### config.mk
export PLATFORM = sky130hd
export DESIGN_NAME = seg_addr_gen
export DESIGN_NICKNAME = d
export VERILOG_FILES = /design/src/rtl/seg_addr_gen_pkg.sv /design/src/rtl/seg_addr_gen_decode.sv /design/src/rtl/seg_addr_gen_scaler.sv /design/src/rtl/seg_addr_gen_sum.sv /design/src/rtl/seg_addr_gen.sv
export SDC_FILE = /design/constraint.sdc
export NUM_CORES = 1
export LEC_CHECK = 0
export BUFFER_PORTS_ARGS = -buffer_cell sky130_fd_sc_hd__buf_2
export CORE_MARGIN = 2
export CORE_UTILIZATION = 55
export CTS_CLUSTER_SIZE = 16
export DETAILED_ROUTE_END_ITERATION = 6
export PLACE_DENSITY_LB_ADDON = 0.15
export SYNTH_ARGS = -nofsm -noshare
export SYNTH_HDL_FRONTEND = slang
export SYNTH_HIERARCHICAL = 1
export SYNTH_SLANG_ARGS = --single-unit
### constraint.sdc
create_clock -name clk -period 5.2 [get_ports clk]
set_clock_uncertainty 0.05 [all_clocks]
set_input_delay 0.26 -clock clk [delete_from_list [all_inputs] [get_ports clk]]
set_output_delay 0.26 -clock clk [all_outputs]
set_load 0.01 [all_outputs]
### src/rtl/seg_addr_gen_pkg.sv
package seg_addr_gen_pkg;
  localparam int MODE_W = 4;
  localparam int SCALE_W = 2;

  typedef enum logic [MODE_W-1:0] {
    AM_IMM        = 4'd0,
    AM_REG        = 4'd1,
    AM_DISP       = 4'd2,
    AM_BASE       = 4'd3,
    AM_BASE_DISP  = 4'd4,
    AM_SIDX_DISP  = 4'd5,
    AM_BIDX_DISP  = 4'd6,
    AM_BSIDX_DISP = 4'd7,
    AM_REL        = 4'd8
  } am_mode_e;

  // Which terms enter the sum for a given mode.
  typedef struct packed {
    logic use_seg;
    logic use_base;
    logic use_idx;
    logic scaled;
    logic use_disp;
    logic use_pc;
    logic mem;
  } term_sel_t;
endpackage

### src/rtl/seg_addr_gen_decode.sv
module seg_addr_gen_decode
  import seg_addr_gen_pkg::*;
(
  input  logic [MODE_W-1:0] mode_i,
  output term_sel_t         sel_o
);
  always_comb begin
    sel_o = '0;
    case (mode_i)
      AM_DISP: begin
        sel_o.use_seg = 1'b1; sel_o.use_disp = 1'b1; sel_o.mem = 1'b1;
      end
      AM_BASE: begin
        sel_o.use_seg = 1'b1; sel_o.use_base = 1'b1; sel_o.mem = 1'b1;
      end
      AM_BASE_DISP: begin
        sel_o.use_seg = 1'b1; sel_o.use_base = 1'b1;
        sel_o.use_disp = 1'b1; sel_o.mem = 1'b1;
      end
      AM_SIDX_DISP: begin
        sel_o.use_seg = 1'b1; sel_o.use_idx = 1'b1; sel_o.scaled = 1'b1;
        sel_o.use_disp = 1'b1; sel_o.mem = 1'b1;
      end
      AM_BIDX_DISP: begin
        sel_o.use_seg = 1'b1; sel_o.use_base = 1'b1; sel_o.use_idx = 1'b1;
        sel_o.use_disp = 1'b1; sel_o.mem = 1'b1;
      end
      AM_BSIDX_DISP: begin
        sel_o.use_seg = 1'b1; sel_o.use_base = 1'b1; sel_o.use_idx = 1'b1;
        sel_o.scaled = 1'b1; sel_o.use_disp = 1'b1; sel_o.mem = 1'b1;
      end
      AM_REL: begin
        sel_o.use_pc = 1'b1; sel_o.use_disp = 1'b1; sel_o.mem = 1'b1;
      end
      default: sel_o = '0;  // immediate, register, reserved
    endcase
  end
endmodule

### src/rtl/seg_addr_gen_scaler.sv
module seg_addr_gen_scaler #(
  parameter int AW      = 32,
  parameter int SCALE_W = 2
) (
  input  logic [AW-1:0]      idx_i,
  input  logic [SCALE_W-1:0] code_i,
  input  logic               scaled_i,
  output logic [AW-1:0]      idx_o
);
  localparam int NSCALE = 1 << SCALE_W;

  logic [AW-1:0] cand [NSCALE];

  // One shifted copy of the index per scale code.
  for (genvar k = 0; k < NSCALE; k++) begin : g_shift
    assign cand[k] = idx_i << k;
  end

  assign idx_o = scaled_i ? cand[code_i] : idx_i;
endmodule

### src/rtl/seg_addr_gen_sum.sv
module seg_addr_gen_sum
  import seg_addr_gen_pkg::*;
#(
  parameter int AW = 32
) (
  input  term_sel_t     sel_i,
  input  logic [AW-1:0] seg_i,
  input  logic [AW-1:0] base_i,
  input  logic [AW-1:0] idx_i,
  input  logic [AW-1:0] disp_i,
  input  logic [AW-1:0] pc_i,
  output logic [AW-1:0] sum_o
);
  logic [AW-1:0] origin, t_base, t_idx, t_disp;

  // Segment base and PC are mutually exclusive origins.
  assign origin = sel_i.use_pc  ? pc_i :
                  sel_i.use_seg ? seg_i : '0;
  assign t_base = sel_i.use_base ? base_i : '0;
  assign t_idx  = sel_i.use_idx  ? idx_i  : '0;
  assign t_disp = sel_i.use_disp ? disp_i : '0;

  assign sum_o = (origin + t_base) + (t_idx + t_disp);
endmodule

### src/rtl/seg_addr_gen.sv
module seg_addr_gen
  import seg_addr_gen_pkg::*;
#(
  parameter int AW = 32,
  parameter int DW = 16
) (
  input  logic               clk,
  input  logic               rst,
  input  logic               in_valid,
  input  logic [MODE_W-1:0]  mode,
  input  logic [AW-1:0]      seg_base,
  input  logic [AW-1:0]      base_reg,
  input  logic [AW-1:0]      index_reg,
  input  logic [SCALE_W-1:0] scale_code,
  input  logic [DW-1:0]      disp,
  input  logic [AW-1:0]      pc,
  output logic               out_valid,
  output logic [AW-1:0]      lin_addr,
  output logic               addr_valid
);
  localparam int EXT_W = AW - DW;

  term_sel_t     sel;
  logic [AW-1:0] disp_ext, idx_eff, sum;

  assign disp_ext = {{EXT_W{disp[DW-1]}}, disp};

  seg_addr_gen_decode u_decode (
    .mode_i (mode),
    .sel_o  (sel)
  );

  seg_addr_gen_scaler #(.AW(AW), .SCALE_W(SCALE_W)) u_scaler (
    .idx_i    (index_reg),
    .code_i   (scale_code),
    .scaled_i (sel.scaled),
    .idx_o    (idx_eff)
  );

  seg_addr_gen_sum #(.AW(AW)) u_sum (
    .sel_i  (sel),
    .seg_i  (seg_base),
    .base_i (base_reg),
    .idx_i  (idx_eff),
    .disp_i (disp_ext),
    .pc_i   (pc),
    .sum_o  (sum)
  );

  always_ff @(posedge clk) begin
    if (rst) begin
      out_valid  <= 1'b0;
      lin_addr   <= '0;
      addr_valid <= 1'b0;
    end else begin
      out_valid <= in_valid;
      if (in_valid) begin
        lin_addr   <= sel.mem ? sum : '0;
        addr_valid <= sel.mem;
      end
    end
  end

  // output valid tracks input valid one cycle later
  assert_out_valid_R2: assert property (@(posedge clk) disable iff (rst)
    in_valid |=> out_valid);
  assert_out_idle_R2: assert property (@(posedge clk) disable iff (rst)
    !in_valid |=> !out_valid);

  // no accepted request leaves the result untouched
  assert_hold_R3: assert property (@(posedge clk) disable iff (rst)
    !in_valid |=> ($stable(lin_addr) && $stable(addr_valid)));

  // immediate, register and reserved codes yield no address
  assert_no_addr_R4: assert property (@(posedge clk) disable iff (rst)
    (in_valid && (mode < 4'd2 || mode > 4'd8)) |=> (!addr_valid && lin_addr == '0));
  assert_mem_flag_R4: assert property (@(posedge clk) disable iff (rst)
    (in_valid && mode >= 4'd2 && mode <= 4'd8) |=> addr_valid);

  // PC-relative result excludes segment base
  assert_rel_R11: assert property (@(posedge clk) disable iff (rst)
    (in_valid && mode == 4'd8) |=> (lin_addr == $past(pc) + $past(disp_ext)));
endmodule

==> results of run 1 <==
## placed cells by master (no fill, tap or decap), types with 3 or more instances in the layout
cell type	n
sky130_fd_sc_hd__a22o_1	28
sky130_fd_sc_hd__xnor2_1	19
sky130_fd_sc_hd__o21ai_1	5
sky130_fd_sc_hd__o21ai_0	18
sky130_fd_sc_hd__a21oi_2	26
sky130_fd_sc_hd__nand2b_1	60
sky130_fd_sc_hd__nor3_1	3
sky130_fd_sc_hd__a21o_1	5
sky130_fd_sc_hd__nand3_2	26
sky130_fd_sc_hd__a31oi_1	5
sky130_fd_sc_hd__nand2_1	65
sky130_fd_sc_hd__and2_1	61
sky130_fd_sc_hd__buf_2	186
sky130_fd_sc_hd__dfxtp_1	34
sky130_fd_sc_hd__a22oi_1	5
sky130_fd_sc_hd__inv_1	118
sky130_fd_sc_hd__clkbuf_16	5
sky130_fd_sc_hd__nor2b_1	4
sky130_fd_sc_hd__and3_1	3
sky130_fd_sc_hd__nand3_1	18
sky130_fd_sc_hd__o221ai_1	29
sky130_fd_sc_hd__xor2_1	14
sky130_fd_sc_hd__fa_1	62
sky130_fd_sc_hd__mux2i_1	30
sky130_fd_sc_hd__buf_4	19
sky130_fd_sc_hd__ha_1	31
sky130_fd_sc_hd__o21a_1	3
sky130_fd_sc_hd__nor2_1	19
sky130_fd_sc_hd__o22ai_1	3
sky130_fd_sc_hd__a21oi_1	40
## where the power goes
part / internal (W) / switching (W)
clock: 0.000189 / 0.0000999
combinational: 0.000377 / 0.000534
sequential: 0.000282 / 0.00000941
total: 0.000848 / 0.000644
## state kept, by name (all words and copies together) (netlist names)
register,cells
addr_valid,1
lin_addr,32
out_valid,1
## final cells by class
| cell class | count | share of cell area |
|---|---|---|
| clock buffer | 7 | 0.0181 |
| clock inverter | 1 | 0.000636 |
| inverter | 118 | 0.0563 |
| multi-input combinational | 623 | 0.679 |
| sequential | 34 | 0.0865 |
| tap | 147 | 0.0234 |
| timing repair buffer | 205 | 0.136 |
## worst max path at each step
stage	start	end	slack [ps]
final	mode[3]	lin_addr[28]	530
after global routing	mode[3]	lin_addr[28]	230
after CTS	mode[3]	lin_addr[28]	570
after detailed placement	mode[3]	lin_addr[28]	290
after global placement	mode[1]	lin_addr[29]	390
after floorplan	mode[1]	lin_addr[29]	430
## cells by family after synthesis
logic type      synth area share
compound gates             0.222
xor+xnor                  0.0428
flops                      0.101
mux                       0.0467
fa+ha+maj                  0.241
buf+inv                    0.113
simple gates               0.234
## per-stage QoR
step / instances / area (sq um) / hold WS [ps] / total power [W] / worst slack, ps
2_1_floorplan: 826 / 6750 / 439 / 0.000957 / 434
3_3_place_gp: 1127 / 7720 / 408 / 0.00118 / 392
3_5_place_dp: 1127 / 7720 / 411 / 0.00119 / 286
4_1_cts: 1135 / 7870 / 418 / 0.00149 / 570
5_1_grt: 1135 / 7870 / 432 / 0.00161 / 233
6_report: 1135 / 7870 / 412 / 0.00149 / 529
## worst reg2reg max path, stage by stage (launching register included)
cell	delay, ps
sky130_fd_sc_hd__dfxtp_1	340
sky130_fd_sc_hd__nand2b_1	60
sky130_fd_sc_hd__a21oi_1	130
## layer usage
layer	track usage	wire length, microns
met1	0.402	8510
met2	0.431	7920
met3	0.0269	948
met4	0.0594	238
met5	0	13
==> impl_results.rst, run 1 <==
.. list-table::
   :header-rows: 1

   * - Metric
     - Value
   * - Status
     - finished, final reports clean
   * - Source-to-sink clock delay at the later pin of the worst-skew pair
     - 270 ps
   * - Quantity of gates resized following cts
     - 0
   * - Antenna cell count
     - 0
   * - Clock edge transition at the registers on the reported setup and hold paths
     - 50 ps
   * - Num ports
     - 187
   * - Share of the clock period used by the worst path
     - 0.898
   * - Floorplan die height
     - 115 microns
   * - Min Clock Period, post-route
     - 4670 ps
   * - Headroom to the max-slew limit
     - 0.447
   * - Standard cell with the maximum stage delay on the critical path
     - sky130_fd_sc_hd__fa_1
   * - Router iterations before antenna repair
     - 5
   * - Number of buffers inserted by port buffering
     - 186
   * - Global routing usage summed across all routing layers
     - 0.271
   * - Detailed placer's ending HPWL
     - 14.9 mm
   * - FMAX
     - 0.214 GHz
   * - Worst Hold Path Cells
     - 2
   * - Finish-stage setup viols
     - 0
   * - Power density normalized to cell area
     - 190 nW/um^2
   * - Critical path cell sequence
     - buf_2 -> nand2b_1 -> nor2_1 -> buf_4 -> nand2b_1 -> o221ai_1 -> and2_1 -> fa_1 -> inv_1 -> fa_1 -> inv_1 -> ha_1 -> nor3_1 -> o21bai_2 -> a221oi_2 -> nor3b_2 -> a31oi_2 -> nand3_1 -> o311ai_2 -> nand3_1 -> a21oi_1
   * - Endpoint, Worst Hold
     - lin_addr[24]
   * - Setup Buffers After CTS
     - 0
   * - Number of placement rows
     - 40
   * - Number of nets with antenna violations after detailed routing
     - 0
   * - Cell family contributing the most delay on the critical path
     - simple AND/OR/NAND/NOR gates
   * - Portion of synthesized cell area occupied by the leading cell type
     - 0.184
   * - Number of flops mapped to enable cells by yosys
     - 0
   * - Area taken by flip-flops and latches
     - 681 sq um
   * - Fraction of the core area covered by cells at the end of the flow
     - 0.655
   * - Cell type with the largest total area after synthesis
     - sky130_fd_sc_hd__fa_1
   * - Number of DRC markers after the initial detailed-route iteration
     - 413
   * - Number of fillers in the final layout
     - 1089
   * - Biggest area contributors in the synthesized netlist
     - sky130_fd_sc_hd__fa_1 18%, sky130_fd_sc_hd__dfxtp_1 10%, sky130_fd_sc_hd__inv_1 6.6%
   * - Yosys warning total
     - 6
   * - Leakage
     - 3.91 nW
   * - Setup crit start kind
     - primary input
   * - Synthesized instance count
     - 826
   * - Area of the multi-input gates
     - 5340 sq um
   * - Sequential-to-total area share from yosys stat
     - 0.101
   * - Global-route wire length before repair
     - 29.1 mm
   * - Register bit total from synthesis
     - 34
   * - Instance count on the critical path
     - 21
   * - Critical Path Fanout Max
     - 15
   * - Critical path arrival
     - 4820 ps
   * - Post-CTS Hold Fix Bufs
     - 0
   * - Number of antenna violations at the first check in global routing
     - 1
   * - FFs w/ async S/R, synth
     - 0
   * - Number of distinct library cells after synthesis
     - 64
   * - Average cell area after synthesis
     - 8.17 sq um
   * - Area of the die
     - 13200 sq um
   * - RR Startpoint
     - lin_addr[28]
   * - H-tree depth reported by CTS
     - 2
   * - Register-to-Register Path Depth
     - 2
   * - DRC
     - 0
   * - Area of the core
     - 12000 sq um
   * - Unrepaired setup endpoints after global routing
     - false
   * - Number of global-route vias before repair
     - 5945
   * - Via density per instance
     - 5.46
   * - Number of hold violations in the final report
     - 0
   * - Top FF cell, synth
     - sky130_fd_sc_hd__dfxtp_1
   * - Buffers from clock root to sink, at most
     - 2
   * - DIE WIDTH
     - 115 microns
   * - Transition at the pin with the smallest max-transition slack
     - 830 ps
   * - CP Data Required Time
     - 5340 ps
   * - Routability cong.
     - 0.962
   * - Total wire length
     - 17.6 mm
   * - Net total in the final layout
     - 1233
   * - Starting density of the core
     - 0.562
   * - Post-synthesis instance area
     - 6750 sq um
   * - Hold Path Origin
     - lin_addr[24]
   * - Syn_nets
     - 1072
   * - # Max-Cap Violations
     - 0
   * - Largest net degree at the start of global routing
     - 67
   * - Routed WL per cell
     - 15.5 microns
   * - Accumulated negative setup slack
     - 0 ps
   * - Share of post-route cells with drive strength above 1
     - 0.290
   * - Worst-case vdd ir drop
     - 0.114 mV
   * - TritonCTS sink count
     - 34
   * - Top cells by count, synth
     - 118 x sky130_fd_sc_hd__inv_1, 65 x sky130_fd_sc_hd__nand2_1, 62 x sky130_fd_sc_hd__fa_1
   * - Area grow syn2layout
     - 16.6%
   * - Vias
     - 6200
   * - Category of the worst setup path capture point
     - flop
   * - Worst stage delay on the critical path
     - 580 ps
   * - CTS tree
     - done
   * - Endpoint of the worst register-to-register path
     - lin_addr[28]
   * - Number of clock buffers inserted by TritonCTS
     - 5
   * - WS Path Type
     - primary input to flop
   * - Tightest Hold Check Type
     - flop to flop
   * - Count leader, synth
     - sky130_fd_sc_hd__inv_1
   * - Count of final max-slew check failures
     - 0
   * - Register-to-register path setup slack
     - 4540 ps
   * - Remaining global-route overflow
     - 0
   * - Root buffer cell
     - sky130_fd_sc_hd__clkbuf_16
   * - Buf/Inv on CP
     - 4
(Power assumes the default switching activity.)
==> inputs of run 2 (changes only) <==
--- a/config.mk
+++ b/config.mk
@@ -10,6 +10,7 @@
 export CORE_UTILIZATION = 55
 export CTS_CLUSTER_SIZE = 16
 export DETAILED_ROUTE_END_ITERATION = 6
+export MAX_ROUTING_LAYER = met4
 export PLACE_DENSITY_LB_ADDON = 0.15
 export SYNTH_ARGS = -nofsm -noshare
 export SYNTH_HDL_FRONTEND = slang
==> impl_results.rst, run 2 (synthesized netlist as in run 1, its figures left out) <==
.. list-table::
   :header-rows: 1

   * - Metric
     - Value
   * - Via density per instance
     - 5.37
   * - Endpoint of the worst register-to-register path
     - lin_addr[18]
   * - Number of nets with antenna violations after detailed routing
     - 0
   * - Instance count on the critical path
     - 20
   * - # Max-Cap Violations
     - 0
   * - Register ranked first by flip-flop count
     - lin_addr
   * - Least setup slack across all paths after layout
     - 543 ps
   * - Number of buffers inserted by port buffering
     - 186
   * - Global-route wire length before repair
     - 28.9 mm
   * - Floorplan die height
     - 115 microns
   * - Router iterations before antenna repair
     - 5
   * - Max FFs per register
     - 32
   * - Setup Buffers After CTS
     - 0
   * - Worst-case vdd ir drop
     - 0.123 mV
   * - TritonCTS sink count
     - 34
   * - Detailed placer's ending HPWL
     - 14.9 mm
   * - Starting density of the core
     - 0.562
   * - Source-to-sink clock delay at the later pin of the worst-skew pair
     - 270 ps
   * - Worst stage delay on the critical path
     - 530 ps
   * - Minimum hold slack
     - 414 ps
   * - Fraction of the core area covered by cells at the end of the flow
     - 0.654
   * - Critical path arrival
     - 4810 ps
   * - Register-to-register path setup slack
     - 4530 ps
   * - CTS tree
     - done
   * - Number of clock buffers inserted by TritonCTS
     - 5
   * - Vias
     - 6099
   * - Headroom to the max-slew limit
     - 0.216
   * - Clock edge transition at the registers on the reported setup and hold paths
     - 50 ps
   * - Number of DRC markers after the initial detailed-route iteration
     - 342
   * - Highest-count cells in the layout ignoring fill and taps
     - 186 x sky130_fd_sc_hd__buf_2, 118 x sky130_fd_sc_hd__inv_1, 65 x sky130_fd_sc_hd__nand2_1, 62 x sky130_fd_sc_hd__fa_1, 61 x sky130_fd_sc_hd__and2_1
   * - Category of the worst setup path capture point
     - flop
   * - Area grow syn2layout
     - 16.4%
   * - Number of hold violations in the final report
     - 0
   * - Critical path capture point
     - lin_addr[29]
   * - Register-to-Register Path Depth
     - 2
   * - Pre-CTS setup slack
     - 271 ps
   * - DIE WIDTH
     - 115 microns
   * - CP Data Required Time
     - 5350 ps
   * - Share of the clock period used by the worst path
     - 0.896
   * - Net total in the final layout
     - 1233
   * - H-tree depth reported by CTS
     - 2
   * - Largest net degree at the start of global routing
     - 67
   * - Critical path cell sequence
     - buf_2 -> nand2b_1 -> nor2_1 -> nand2_1 -> o22ai_1 -> nand2_1 -> fa_1 -> fa_1 -> inv_1 -> ha_1 -> fa_1 -> a21oi_1 -> o21ai_1 -> a31oi_4 -> o21ai_2 -> a41o_1 -> a31oi_1 -> xnor2_1 -> nand3_1 -> a21oi_1
   * - Post-CTS Hold Fix Bufs
     - 0
   * - Total wire length
     - 17.6 mm
   * - Num ports
     - 187
   * - Most frequent standard cell in the layout excluding fill and tap cells
     - sky130_fd_sc_hd__buf_2
   * - Remaining global-route overflow
     - 0
   * - FMAX
     - 0.215 GHz
   * - Area of the die
     - 13200 sq um
   * - Unrepaired setup endpoints after global routing
     - false
   * - Root buffer cell
     - sky130_fd_sc_hd__clkbuf_16
   * - Most Frequent Cell on Critical Path
     - sky130_fd_sc_hd__fa_1
   * - Accumulated negative setup slack
     - 0 ps
   * - Top flop regs
     - lin_addr x32, addr_valid x1, out_valid x1
   * - Status
     - finished, final reports clean
   * - Buf/Inv on CP
     - 2
   * - Global routing usage summed across all routing layers
     - 0.280
   * - Quantity of gates resized following cts
     - 0
   * - Min Clock Period, post-route
     - 4660 ps
   * - Leakage
     - 3.90 nW
   * - Share of post-route cells with drive strength above 1
     - 0.289
   * - Cell family contributing the most delay on the critical path
     - adder cells
   * - Area of the core
     - 12000 sq um
   * - Launching instance or port of the critical path
     - mode[3]
   * - WS Path Type
     - primary input to flop
   * - Final cell count without fillers
     - 1136
   * - DRC
     - 0
   * - Transition at the pin with the smallest max-transition slack
     - 1180 ps
   * - RR Startpoint
     - lin_addr[18]
   * - Standard cell with the maximum stage delay on the critical path
     - sky130_fd_sc_hd__fa_1
   * - Setup crit start kind
     - primary input
   * - Number of placement rows
     - 40
   * - Number of global-route vias before repair
     - 5959
   * - Count of final max-slew check failures
     - 0
   * - Power density normalized to cell area
     - 187 nW/um^2
   * - Routability cong.
     - 0.948
   * - Placed cells
     - 1127
   * - Routed WL per cell
     - 15.5 microns
   * - Buffers from clock root to sink, at most
     - 2
   * - Tightest Hold Check Type
     - flop to flop
   * - Finish-stage setup viols
     - 0
   * - Critical Path Fanout Max
     - 9
   * - Number of antenna violations at the first check in global routing
     - 2
run 2: area by class of cell:
| type | count | area (sq um) |
|---|---|---|
| sequential | 34 | 681 |
| timing repair buffer | 205 | 1070 |
| tap | 147 | 184 |
| clock buffer | 7 | 133 |
| antenna | 2 | 5.00 |
| multi-input combinational | 623 | 5340 |
| fill | 1105 | 4150 |
| inverter | 118 | 443 |
run 2: how the worst min path moves through the flow:
| stage | depth (start not counted) | slack [ps] | end | start |
|---|---|---|---|---|
| after floorplan | 2 | 440 | lin_addr[24] | lin_addr[24] |
| after global placement | 2 | 400 | lin_addr[22] | lin_addr[22] |
| after detailed placement | 2 | 410 | lin_addr[22] | lin_addr[22] |
| after CTS | 2 | 410 | lin_addr[22] | lin_addr[22] |
| after global routing | 2 | 440 | lin_addr[3] | lin_addr[3] |
| final | 2 | 410 | lin_addr[22] | lin_addr[22] |
run 2: tightest hold or removal path: cells and delay by family, from the launching register on:
kind | cells | cell delay, ps
DFF | 1 | 300
and+or+nand+nor | 1 | 60
AOI/OAI and AO/OA | 1 | 50
run 2: per-layer routing:
layer,global-route usage,share of wire,wire (microns)
met2,0.442,0.45,7860
met5,-,0,0
met1,0.391,0.49,8590
met4,0.0683,0.015,271
met3,0.0264,0.051,899
run 2: metrics by stage:
step	cell area [sq um]	total power, W
after global routing	7860	0.00160
after detailed placement	7720	0.00119
after global placement	7720	0.00118
final	7860	0.00147
after floorplan	6750	0.000957
after CTS	7850	0.00147
run 2: power breakdown:
group          total [W]  switching, W  internal [W]
clock network   0.000270     0.0000957      0.000174
logic           0.000906      0.000530      0.000375
registers       0.000291    0.00000937      0.000282
